## src/rtl/mtp_pkg.sv

```systemverilog
package mtp_pkg;

   localparam int SEL_W    = 4;
   localparam int SEL_ZERO = 0;
   localparam int SEL_ONE  = 1;
   localparam int SEL_CHK  = 2;
   localparam int SEL_RAND = 3;

   typedef enum logic [2:0] {
      FK_NONE,
      FK_ZERO,
      FK_ONE,
      FK_CHK,
      FK_RAND
   } fill_kind_e;

   // Only an exact one-hot select names a pattern.
   function automatic fill_kind_e decode_sel(input logic [SEL_W-1:0] s);
      fill_kind_e k;
      k = FK_NONE;
      if ($countones(s) == 1) begin
         if (s[SEL_ZERO])      k = FK_ZERO;
         else if (s[SEL_ONE])  k = FK_ONE;
         else if (s[SEL_CHK])  k = FK_CHK;
         else if (s[SEL_RAND]) k = FK_RAND;
      end
      return k;
   endfunction

endpackage

```

## src/rtl/mtp_lcg.sv

```systemverilog
module mtp_lcg #(
   parameter int W         = 16,
   parameter int SEED      = 83,
   parameter int MUL       = 2053,
   parameter int INC       = 13849,
   parameter int SH_A      = 2,
   parameter int SH_B      = 11,
   parameter bit SHIFT_ADD = 1'b1
) (
   input  logic         clk,
   input  logic         rst_n,
   input  logic         step,
   input  logic         save,
   input  logic         restore,
   output logic [W-1:0] x_q,
   output logic [W-1:0] saved_q,
   output logic [W-1:0] next_val
);

   localparam logic [W-1:0] SEED_V = W'(SEED);
   localparam logic [W-1:0] INC_V  = W'(INC);

   logic [W-1:0] x_eff;

   // Restore is applied first; any step in the same cycle uses the reloaded value.
   assign x_eff = restore ? saved_q : x_q;

   if (SHIFT_ADD) begin : g_shift_add
      if (MUL != 1 + (1 << SH_A) + (1 << SH_B)) begin : g_bad_mul
         $error("mtp_lcg: MUL does not match 1 + 2^SH_A + 2^SH_B");
      end
      assign next_val = x_eff + (x_eff << SH_A) + (x_eff << SH_B) + INC_V;
   end else begin : g_multiply
      localparam logic [W-1:0] MUL_V = W'(MUL);
      assign next_val = W'(x_eff * MUL_V) + INC_V;
   end

   always_ff @(posedge clk) begin
      if (!rst_n) begin
         x_q     <= SEED_V;
         saved_q <= SEED_V;
      end else begin
         if (step)         x_q <= next_val;
         else if (restore) x_q <= saved_q;
         if (save && !restore) saved_q <= x_q;
      end
   end

endmodule

```

## src/rtl/mtp_chk_phase.sv

```systemverilog
module mtp_chk_phase (
   input  logic clk,
   input  logic rst_n,
   input  logic clear,
   input  logic flip,
   output logic phase_eff
);

   logic phase_q;

   // A pass-start pulse acts before a same-cycle checker fill.
   assign phase_eff = clear ? 1'b0 : phase_q;

   always_ff @(posedge clk) begin
      if (!rst_n)      phase_q <= 1'b0;
      else if (flip)   phase_q <= ~phase_eff;
      else if (clear)  phase_q <= 1'b0;
   end

endmodule

```

## src/rtl/mtp_fill_ctrl.sv

```systemverilog
module mtp_fill_ctrl
   import mtp_pkg::*;
#(
   parameter int NSTEP = 3,
   localparam int IDXW = (NSTEP > 1) ? $clog2(NSTEP) : 1
) (
   input  logic             clk,
   input  logic             rst_n,
   input  logic             fill,
   input  logic [SEL_W-1:0] sel,
   input  logic             advance,
   output fill_kind_e       kind,
   output logic             busy,
   output logic [IDXW-1:0]  rand_idx,
   output logic             gen_step,
   output logic             done
);

   localparam logic [IDXW-1:0] LAST = IDXW'(NSTEP - 1);

   logic [IDXW-1:0] cnt_q;
   logic            rand_start;
   logic            rand_load;
   logic            short_fill;

   assign kind       = (fill && !busy) ? decode_sel(sel) : FK_NONE;
   assign rand_start = (kind == FK_RAND);
   assign short_fill = (kind == FK_ZERO) || (kind == FK_ONE) || (kind == FK_CHK);
   assign rand_load  = rand_start || busy;
   assign rand_idx   = busy ? cnt_q : '0;
   // An advance that coincides with a random step merges into that step.
   assign gen_step   = rand_load || advance;

   always_ff @(posedge clk) begin
      if (!rst_n) begin
         busy  <= 1'b0;
         cnt_q <= '0;
         done  <= 1'b0;
      end else begin
         done <= short_fill || (busy && cnt_q == LAST);
         if (rand_start) begin
            busy  <= (NSTEP > 1);
            cnt_q <= IDXW'(1);
         end else if (busy) begin
            if (cnt_q == LAST) begin
               busy  <= 1'b0;
               cnt_q <= '0;
            end else begin
               cnt_q <= cnt_q + IDXW'(1);
            end
         end
      end
   end

endmodule

```

## src/rtl/mtp_patgen.sv

```systemverilog
module mtp_patgen
   import mtp_pkg::*;
#(
   parameter int W         = 16,
   parameter int N         = 4,
   parameter int SEED      = 83,
   parameter int MUL       = 2053,
   parameter int INC       = 13849,
   parameter int SH_A      = 2,
   parameter int SH_B      = 11,
   parameter bit SHIFT_ADD = 1'b1
) (
   input  logic         clk,
   input  logic         rst_n,
   input  logic         fill,
   input  logic [3:0]   pat_sel,
   input  logic         advance,
   input  logic         save,
   input  logic         restore,
   output logic [W-1:0] word0,
   output logic [W-1:0] word1,
   output logic [N-1:0] word2,
   output logic         done
);

   localparam int NFIELD = 3;
   localparam int IDXW   = $clog2(NFIELD);
   localparam logic [W-1:0] ONES_V = '1;
   localparam logic [W-1:0] CHK_HI = {(W/2){2'b10}};
   localparam logic [W-1:0] CHK_LO = ~CHK_HI;

   if (W < 4 || (W % 2) != 0) begin : g_bad_w
      $error("mtp_patgen: W must be even and at least 4");
   end
   if (N < 1 || N > W) begin : g_bad_n
      $error("mtp_patgen: N must lie in 1..W");
   end

   fill_kind_e      kind;
   logic            busy;
   logic [IDXW-1:0] rand_idx;
   logic            gen_step;
   logic [W-1:0]    gen_x;
   logic [W-1:0]    saved_x;
   logic [W-1:0]    gen_next;
   logic            phase;
   logic [W-1:0]    chk_val;

   mtp_fill_ctrl #(.NSTEP(NFIELD)) u_ctrl (
      .clk      (clk),
      .rst_n    (rst_n),
      .fill     (fill),
      .sel      (pat_sel),
      .advance  (advance),
      .kind     (kind),
      .busy     (busy),
      .rand_idx (rand_idx),
      .gen_step (gen_step),
      .done     (done)
   );

   mtp_lcg #(
      .W(W), .SEED(SEED), .MUL(MUL), .INC(INC),
      .SH_A(SH_A), .SH_B(SH_B), .SHIFT_ADD(SHIFT_ADD)
   ) u_lcg (
      .clk      (clk),
      .rst_n    (rst_n),
      .step     (gen_step),
      .save     (save),
      .restore  (restore),
      .x_q      (gen_x),
      .saved_q  (saved_x),
      .next_val (gen_next)
   );

   mtp_chk_phase u_phase (
      .clk       (clk),
      .rst_n     (rst_n),
      .clear     (save || restore),
      .flip      (kind == FK_CHK),
      .phase_eff (phase)
   );

   assign chk_val = phase ? CHK_LO : CHK_HI;

   always_ff @(posedge clk) begin
      if (!rst_n) begin
         word0 <= '0;
         word1 <= '0;
         word2 <= '0;
      end else begin
         unique case (kind)
            FK_ZERO: begin
               word0 <= '0;
               word1 <= '0;
               word2 <= '0;
            end
            FK_ONE: begin
               word0 <= ONES_V;
               word1 <= ONES_V;
               word2 <= ONES_V[N-1:0];
            end
            FK_CHK: begin
               word0 <= chk_val;
               word1 <= chk_val;
               word2 <= chk_val[N-1:0];
            end
            FK_RAND: word0 <= gen_next;
            default: ;
         endcase
         if (busy) begin
            if (rand_idx == IDXW'(1)) word1 <= gen_next;
            if (rand_idx == IDXW'(2)) word2 <= gen_next[N-1:0];
         end
      end
   end

endmodule

```

## config.mk

```make
export PLATFORM = sky130hd
export DESIGN_NAME = mtp_patgen
export DESIGN_NICKNAME = d
export VERILOG_FILES = /design/src/rtl/mtp_pkg.sv /design/src/rtl/mtp_lcg.sv /design/src/rtl/mtp_chk_phase.sv /design/src/rtl/mtp_fill_ctrl.sv /design/src/rtl/mtp_patgen.sv
export SDC_FILE = /design/constraint.sdc
export NUM_CORES = 1
export LEC_CHECK = 0
export ABC_AREA = 1
export BUFFER_PORTS_ARGS = -buffer_cell sky130_fd_sc_hd__buf_2
export CORE_MARGIN = 10
export CORE_UTILIZATION = 46
export CTS_CLUSTER_DIAMETER = 150
export DETAILED_ROUTE_END_ITERATION = 8
export GPL_TIMING_DRIVEN = 0
export PLACE_DENSITY = 0.68
export SYNTH_ARGS = -nofsm -noshare
export SYNTH_HDL_FRONTEND = slang
export SYNTH_SLANG_ARGS = --single-unit
export TNS_END_PERCENT = 30
```

## constraint.sdc

```tcl
create_clock -name clk -period 6.8 [get_ports clk]
set_input_delay 1.36 -clock clk [delete_from_list [all_inputs] [get_ports clk]]
set_output_delay 1.36 -clock clk [all_outputs]
set_load 0.02 [all_outputs]
```

==> results of run 1 <==
==> stage by stage <==
| stage | util (%) | area [um2] |
|---|---|---|
| after global routing | 52.8 | 5090 |
| after detailed placement | 50.7 | 4880 |
| final | 52.8 | 5090 |
| after global placement | 50.7 | 4880 |
| after CTS | 52.8 | 5090 |
| after floorplan | - | 4490 |
==> layout by cell type, fill, tap and decap left out, types with 2 or more instances in the layout <==
cell       count
a21oi_1       57
buf_2         49
clkbuf_1      17
nand2_1      172
o21ai_1        9
o21ai_0       45
nor2_2         4
nand3_1       34
nand3b_1       2
xnor2_1        2
nor2_1        30
clkinv_1       2
clkbuf_8       9
buf_4          3
inv_1        101
o211ai_1      15
a21boi_0       2
nand3_2        2
ha_1          41
inv_2          6
fa_1           5
dfxtp_1       73
bufinv_16      2
nand2_2        3
a211oi_2       2
xor2_1         4
==> worst max-delay path: stages <==
cell and delay (ps):
buf_2 100, buf_2 170, clkbuf_1 210, o21ai_0 620
inv_1 130, ha_1 320, ha_1 300, ha_1 380
nand2_1 130, nor2_1 130, nand2_1 80, nand2_1 110
nand3_1 100, nand2_1 70, nor2_1 40, nor2_1 340
nand2_1 130, nand2_1 90, nand2_1 50, a21oi_1 130
==> layout make-up <==
type | instances | area [um2] | share of cell area (%)
Inverter | 110 | 415 | 8.17
Clock buffer | 13 | 139 | 2.73
Multi-Input combinational cell | 439 | 2510 | 49.4
Sequential cell | 73 | 1460 | 28.7
Timing Repair Buffer | 45 | 225 | 4.43
Tap cell | 133 | 166 | 3.27
Buffer | 21 | 103 | 2.02
Clock inverter | 3 | 65.1 | 1.28
==> routing by layer <==
metal / routed length [um] / part of all wire, % / track usage [%] / vias to the layer above
li1: - / - / - / 2173
met1: 5440 / 45 / 21.3 / 1992
met2: 5740 / 47 / 29.2 / 130
met3: 799 / 6.6 / 4.49 / 14
met4: 191 / 1.6 / 5.65 / 0
met5: 0 / 0 / 0 / -
==> worst min path at each step <==
stage                      startpoint           endpoint  depth (start not counted)
floorplan            u_lcg.saved_q[5]   u_lcg.saved_q[5]                          2
global placement     u_lcg.saved_q[8]   u_lcg.saved_q[8]                          2
detailed placement  u_lcg.saved_q[15]  u_lcg.saved_q[15]                          2
CTS                 u_lcg.saved_q[15]  u_lcg.saved_q[15]                          2
global route        u_lcg.saved_q[15]  u_lcg.saved_q[15]                          2
finish              u_lcg.saved_q[10]  u_lcg.saved_q[10]                          2
==> kinds of logic after synthesis <==
| family | synth area share, % |
|---|---|
| flip-flops | 32.5 |
| buffers and inverters | 11.5 |
| AO/OA/AOI/OAI | 16.5 |
| XOR/XNOR | 1.17 |
| adder cells (fa/ha/maj) | 13.6 |
| AND/OR/NAND/NOR | 24.6 |
==> state kept, by name, summed over array words and instances, names as in the netlist, 2 cells and up <==
register / cells
word0: 16
u_ctrl.cnt_q: 2
word2: 4
word1: 16
u_lcg.saved_q: 16
u_lcg.x_q: 16
==> power breakdown <==
group | internal, mW | total [mW] | switching, mW
clock | 0.207 | 0.367 | 0.161
combinational | 0.205 | 0.654 | 0.450
sequential | 0.457 | 0.468 | 0.0107
total | 0.869 | 1.49 | 0.621
==> results.ini, run 1 <==
[run_status]
status=finished, final reports clean

[routing]
remaining_drc_errors=0
via_count=4309
wl_per_cell_um=14.5
dr.pass1.iters=5
vias_per_cell=5.15
routed_wl_um=12200
drt_iter0_markers=404
detail-route-antenna-nets=0

[sta]
fmax_ghz=0.212
tightest_slew_ps=717
fin_crit_sh_pct=69.2
fin_crit_ps=4710
fin_worst_skew_ps=7.73
rsz0062_at_grt=no
setup-violations-final=0
hold_viol_final=0
layout_setup_ws_ps=2090
maxSlewViolCount=0
relSlewSlack_pct=51.7
finalSetupTns_ps=0
fin_hold_ws_ps=452

[placed_design]
gp_congestion=0.932
placed_cells=821
port_buffers=45
dp_hpwl_um=9710
post-place-ws_ps=1820

[global_route]
antenna_found_initial=0
grt_pass1_wl_um=20200
grt_use_total_pct=17.4
grt_max_degree=12
grt_pass1_vias=4203
grt_overflow=0

[worst_setup_path]
r2r_end=word0[9]
endpoint_kind=flip-flop
arrival_ps=4990
setup.worst_path.end=word0[9]
reg2reg_from=u_lcg.x_q[3]
startpoint_type=input port
reg2regPathDepth=17
cp.required_ps=7080
path_class=input port to flip-flop
cp-startpoint=restore
cp_max_fo=10
r2r_slack_ps=3330

[pwr]
p_leak_nw=2.73
p_per_area_mw_per_mm2=293
peakVddDrop_mv=0.130
power.total_mw=1.49

[synthesis]
synth_area_leaders=dfxtp_1 (33%), nand2_1 (14%), ha_1 (11%)
synthArstFlopShare_pct=0
synth-edff-count=0
ys.warnings.count=0
synth_cell_type_count=36
syn_inst=643
yosysTopAreaCellShare_pct=32.5
yosysTopAreaCell=dfxtp_1
synth_ff_type=dfxtp_1
ys_ff_latch=73
yosysMostFrequentCell=nand2_1
synth_area_mm2=0.00449
ys_seq_area_share_pct=32.5
synthTopCellsByCount=nand2_1 (172), inv_1 (101), dfxtp_1 (73)
synth.avg_cell_area_um2=6.99
syn-num-nets=699

[flow_run]
max-cap-violations=0

[floorplan]
die_y_um=119
num_rows=36
core_area_mm2=0.00964
die_x_um=119
die_area_mm2=0.0141
start_util_pct=46.6
io_pins=47

[cts]
cts_tree=yes
cts.path.max_buffers=2
postCtsSetupBuffers=0
postCtsHoldBufs=0
root_buffer=clkbuf_8
clkLatencyLatePin_ps=350
cts.sinks=73
cts_resized=0
cts_buffers=9
ctsHtreeMaxLevel=3
cts.reportedPaths.clkPinSlew_ps=80

[final_layout]
fillerInstances=1000
final_cells=837
nNetsFinal=755
diodes=0
final_layout_size_suffix_gt1_share_pct=12.6
area_growth_pct=13.3

[min_path]
worstHoldPathType=flip-flop to flip-flop

Power figures use the tool's default switching activity.
==> inputs of run 2 (changes only) <==
Settings changed: ABC_AREA 1 to 0, PLACE_DENSITY 0.68 to 0.71.
Clock period 6.8 ns to 3.85 ns, I/O delays scaled along.
==> run 2 against run 1 <==
First-iteration DRC count decreased by 64%. Die area decreased by 4.3%. Combinational power increased by 120%. Synthesized cell count decreased by 22%. Utilization increased by 1.7 points. Critical endpoint is now u_lcg.x_q[11].
==> results.ini, run 2 <==
[run_status]
status=finished, final reports clean

[min_path]
whs_path_depth=2  ; unchanged
worstHoldPathType=flip-flop to flip-flop
min_to=u_lcg.saved_q[13]
min_from=u_lcg.x_q[13]

[sta]
fin_worst_skew_ps=11.5  ; +3.72 ps
tightest_slew_ps=729  ; +11.9 ps
fmax_ghz=0.270
layout_setup_ws_ps=148  ; -1940 ps
fin_crit_ps=3700
fin_hold_ws_ps=457  ; +4.85 ps
hold_viol_final=0  ; unchanged
relSlewSlack_pct=51.1  ; -0.58 points
fin_crit_sh_pct=96.1
maxSlewViolCount=0  ; unchanged
setup-violations-final=0  ; unchanged

[cts]
root_buffer=clkbuf_8
cts_resized=9  ; +9
cts.sinks=73  ; unchanged
postCtsHoldBufs=0  ; unchanged
cts_buffers=9  ; unchanged
clkLatencyLatePin_ps=350  ; about the same
cts_tree=yes
cts.path.max_buffers=2  ; unchanged
postCtsSetupBuffers=0  ; unchanged
cts.reportedPaths.clkPinSlew_ps=70  ; about the same
ctsHtreeMaxLevel=3  ; unchanged

[synthesis]
synth_area_leaders=dfxtp_1 (34%), ha_1 (12%), nand2_1 (6.5%)
synthTopCellsByCount=nand2_1 (74), dfxtp_1 (73), a21oi_1 (53)
synthMuxAreaShare_pct=4.88  ; +4.9 points
ys.warnings.count=0  ; unchanged
ys_ff_latch=73  ; unchanged
yosysMostFrequentCell=nand2_1
synthArstFlopShare_pct=0  ; unchanged
synth.avg_cell_area_um2=8.45  ; +21%
syn-num-nets=560  ; -20%
yosysTopAreaCell=dfxtp_1
synth_cell_type_count=60  ; +67%
ys_seq_area_share_pct=34.3  ; +1.8 points
synth-xor-area-share_pct=3.47  ; +2.3 points
synth_compound_area_share_pct=20.7  ; +4.2 points
synth-edff-count=0  ; unchanged
synth_fa_ha_area_share_pct=14.4  ; +0.75 points
synth_ff_type=dfxtp_1
synth_top_family_by_area=compound AO/OA/AOI/OAI gates
yosys.area_share.simple_pct=16.6  ; -8.0 points
yosysTopAreaCellShare_pct=34.3  ; +1.8 points
syn_inst=504  ; -22%
synth_area_mm2=0.00426  ; -5.2%

[final_layout]
area_growth_pct=16.5
seq_area_mm2=0.00146  ; unchanged
diodes=0  ; unchanged
mostFrequentLayoutCells=nand2_1 (74), dfxtp_1 (73), buf_2 (52), a21oi_1 (52), ha_1 (41)
fillerInstances=843  ; -16%
final_common_cell=nand2_1
final_core_util_pct=54.5  ; +1.7 points
nNetsFinal=616  ; -18%
multi_input_area_mm2=0.00262  ; +4.4%
fin_area_mm2=0.00496  ; -2.5%
final_layout_size_suffix_gt1_share_pct=17.5  ; +4.9 points

[placed_design]
placed_cell_area_mm2=0.00463  ; -5.2%
post-place-ws_ps=-785  ; -2610 ps
dp_hpwl_um=8810  ; -9.3%
port_buffers=45  ; unchanged
gp_congestion=0.934  ; +0.18%

[global_route]
grt_overflow=0  ; unchanged
grt_use_total_pct=16.9  ; -0.49 points
antenna_found_initial=0  ; unchanged
grt_pass1_vias=3777  ; -10%
grt_pass1_wl_um=18400  ; -9.1%
grt_max_degree=13  ; +1

[worst_setup_path]
path_common_cell=ha_1
cp.required_ps=4100  ; -2980 ps
path_depth=13  ; -35%
reg2regPathDepth=11  ; -6
r2r_slack_ps=660  ; -2670 ps
crit_slowest_cell=a311o_1
path_cells=buf_4 -> buf_6 -> mux2i_4 -> inv_1 -> ha_1 -> ha_1 -> ha_1 -> o21ai_2 -> a221oi_2 -> a311o_1 -> a21oi_2 -> xor2_2 -> a2bb2o_4
path_class=input port to flip-flop
arrival_ps=3950  ; -1040 ps
r2r_end=u_lcg.x_q[14]
crit_path_max_incr_delay_ps=380  ; -240 ps
reg2reg_from=u_lcg.saved_q[4]
path_buf_inv=3  ; -1
startpoint_type=input port
cp_top_family=compound AO/OA/AOI/OAI gates
endpoint_kind=flip-flop
cp_max_fo=10  ; unchanged

[flow_run]
max-cap-violations=0  ; unchanged

[routing]
remaining_drc_errors=0  ; unchanged
wl_per_cell_um=16.4  ; +13%
drt_iter0_markers=146  ; -64%
via_count=3763  ; -13%
routed_wl_um=11100  ; -8.6%
vias_per_cell=5.57  ; +8.1%
dr.pass1.iters=5  ; unchanged
detail-route-antenna-nets=0  ; unchanged

[pwr]
power.total_mw=3.06  ; +110%
p_per_area_mw_per_mm2=616  ; +110%
peakVddDrop_mv=0.337  ; +160%
p_leak_nw=2.21  ; -19%

[floorplan]
core_area_mm2=0.00911  ; -5.5%
die_x_um=116  ; -2.2%
start_util_pct=46.7  ; +0.15 points
die_y_um=116  ; -2.2%
die_area_mm2=0.0135  ; -4.3%
io_pins=47  ; unchanged
num_rows=35  ; -2.8%

[run 2: cell count changes in the layout (fill, tap and decap cells not counted), sizes merged, moves of 6 or more]
cell    before  now
mux2i        0   17
nand2      175   74
nand2b       0    9
xnor2        2    8
inv        108   34
o21ai       54   27
and2         0   10
nand3       37    6
[run 2: worst min-delay path, stage by stage, from the launching register on]
cell     delay (ps)
dfxtp_1         320
nand2_1          50
a21oi_1          50
[run 2: cells by family after synthesis]
kind of cell | count (synthesis)
AOI/OAI and AO/OA | 135
xor gates and xnor gates | 16
adders and majority gates | 46
buffers and inverters | 59
DFF | 73
muxes | 20
and+or+nand+nor | 155
[run 2: power by group]
part           switching (mW)  internal (mW)  leakage, nW  total [mW]
logic                   0.843          0.566         1.49        1.41
clock network           0.287          0.484        0.129       0.771
registers              0.0439          0.832        0.595       0.876
total                    1.17           1.88         2.21        3.06
[run 2: metal layers]
metal / track usage, % / vias to the layer above / share of wire [%]
met4: 7.01 / 0 / 2.3
li1: - / 1865 / -
met5: 0 / - / 0
met1: 20.0 / 1796 / 44
met2: 29.1 / 80 / 50
met3: 3.54 / 22 / 4.6
[run 2: per-stage QoR]
stage / std cells / setup TNS, ps
floorplan: 504 / 0
global placement: 660 / -9790
detailed placement: 660 / -12190
CTS: 676 / 0
global route: 676 / -6.65
finish: 676 / 0
[run 2: worst max-delay path by stage]
stage,startpoint,to,slack [ps]
2_1_floorplan,restore,u_lcg.x_q[11],9
3_3_place_gp,restore,u_lcg.x_q[14],-660
3_5_place_dp,restore,u_lcg.x_q[14],-780
4_1_cts,restore,u_lcg.x_q[14],50
5_1_grt,restore,u_lcg.x_q[14],-7
6_report,restore,u_lcg.x_q[11],150
[run 2: final cells by class]
class	instances	share of cell area, %
sequential	73	29.5
tap	111	2.80
multi-input combinational	372	52.9
clock buffer	12	3.33
clock inverter	4	1.97
inverter	35	2.65
buffer	24	2.37
timing repair buffer	45	4.54
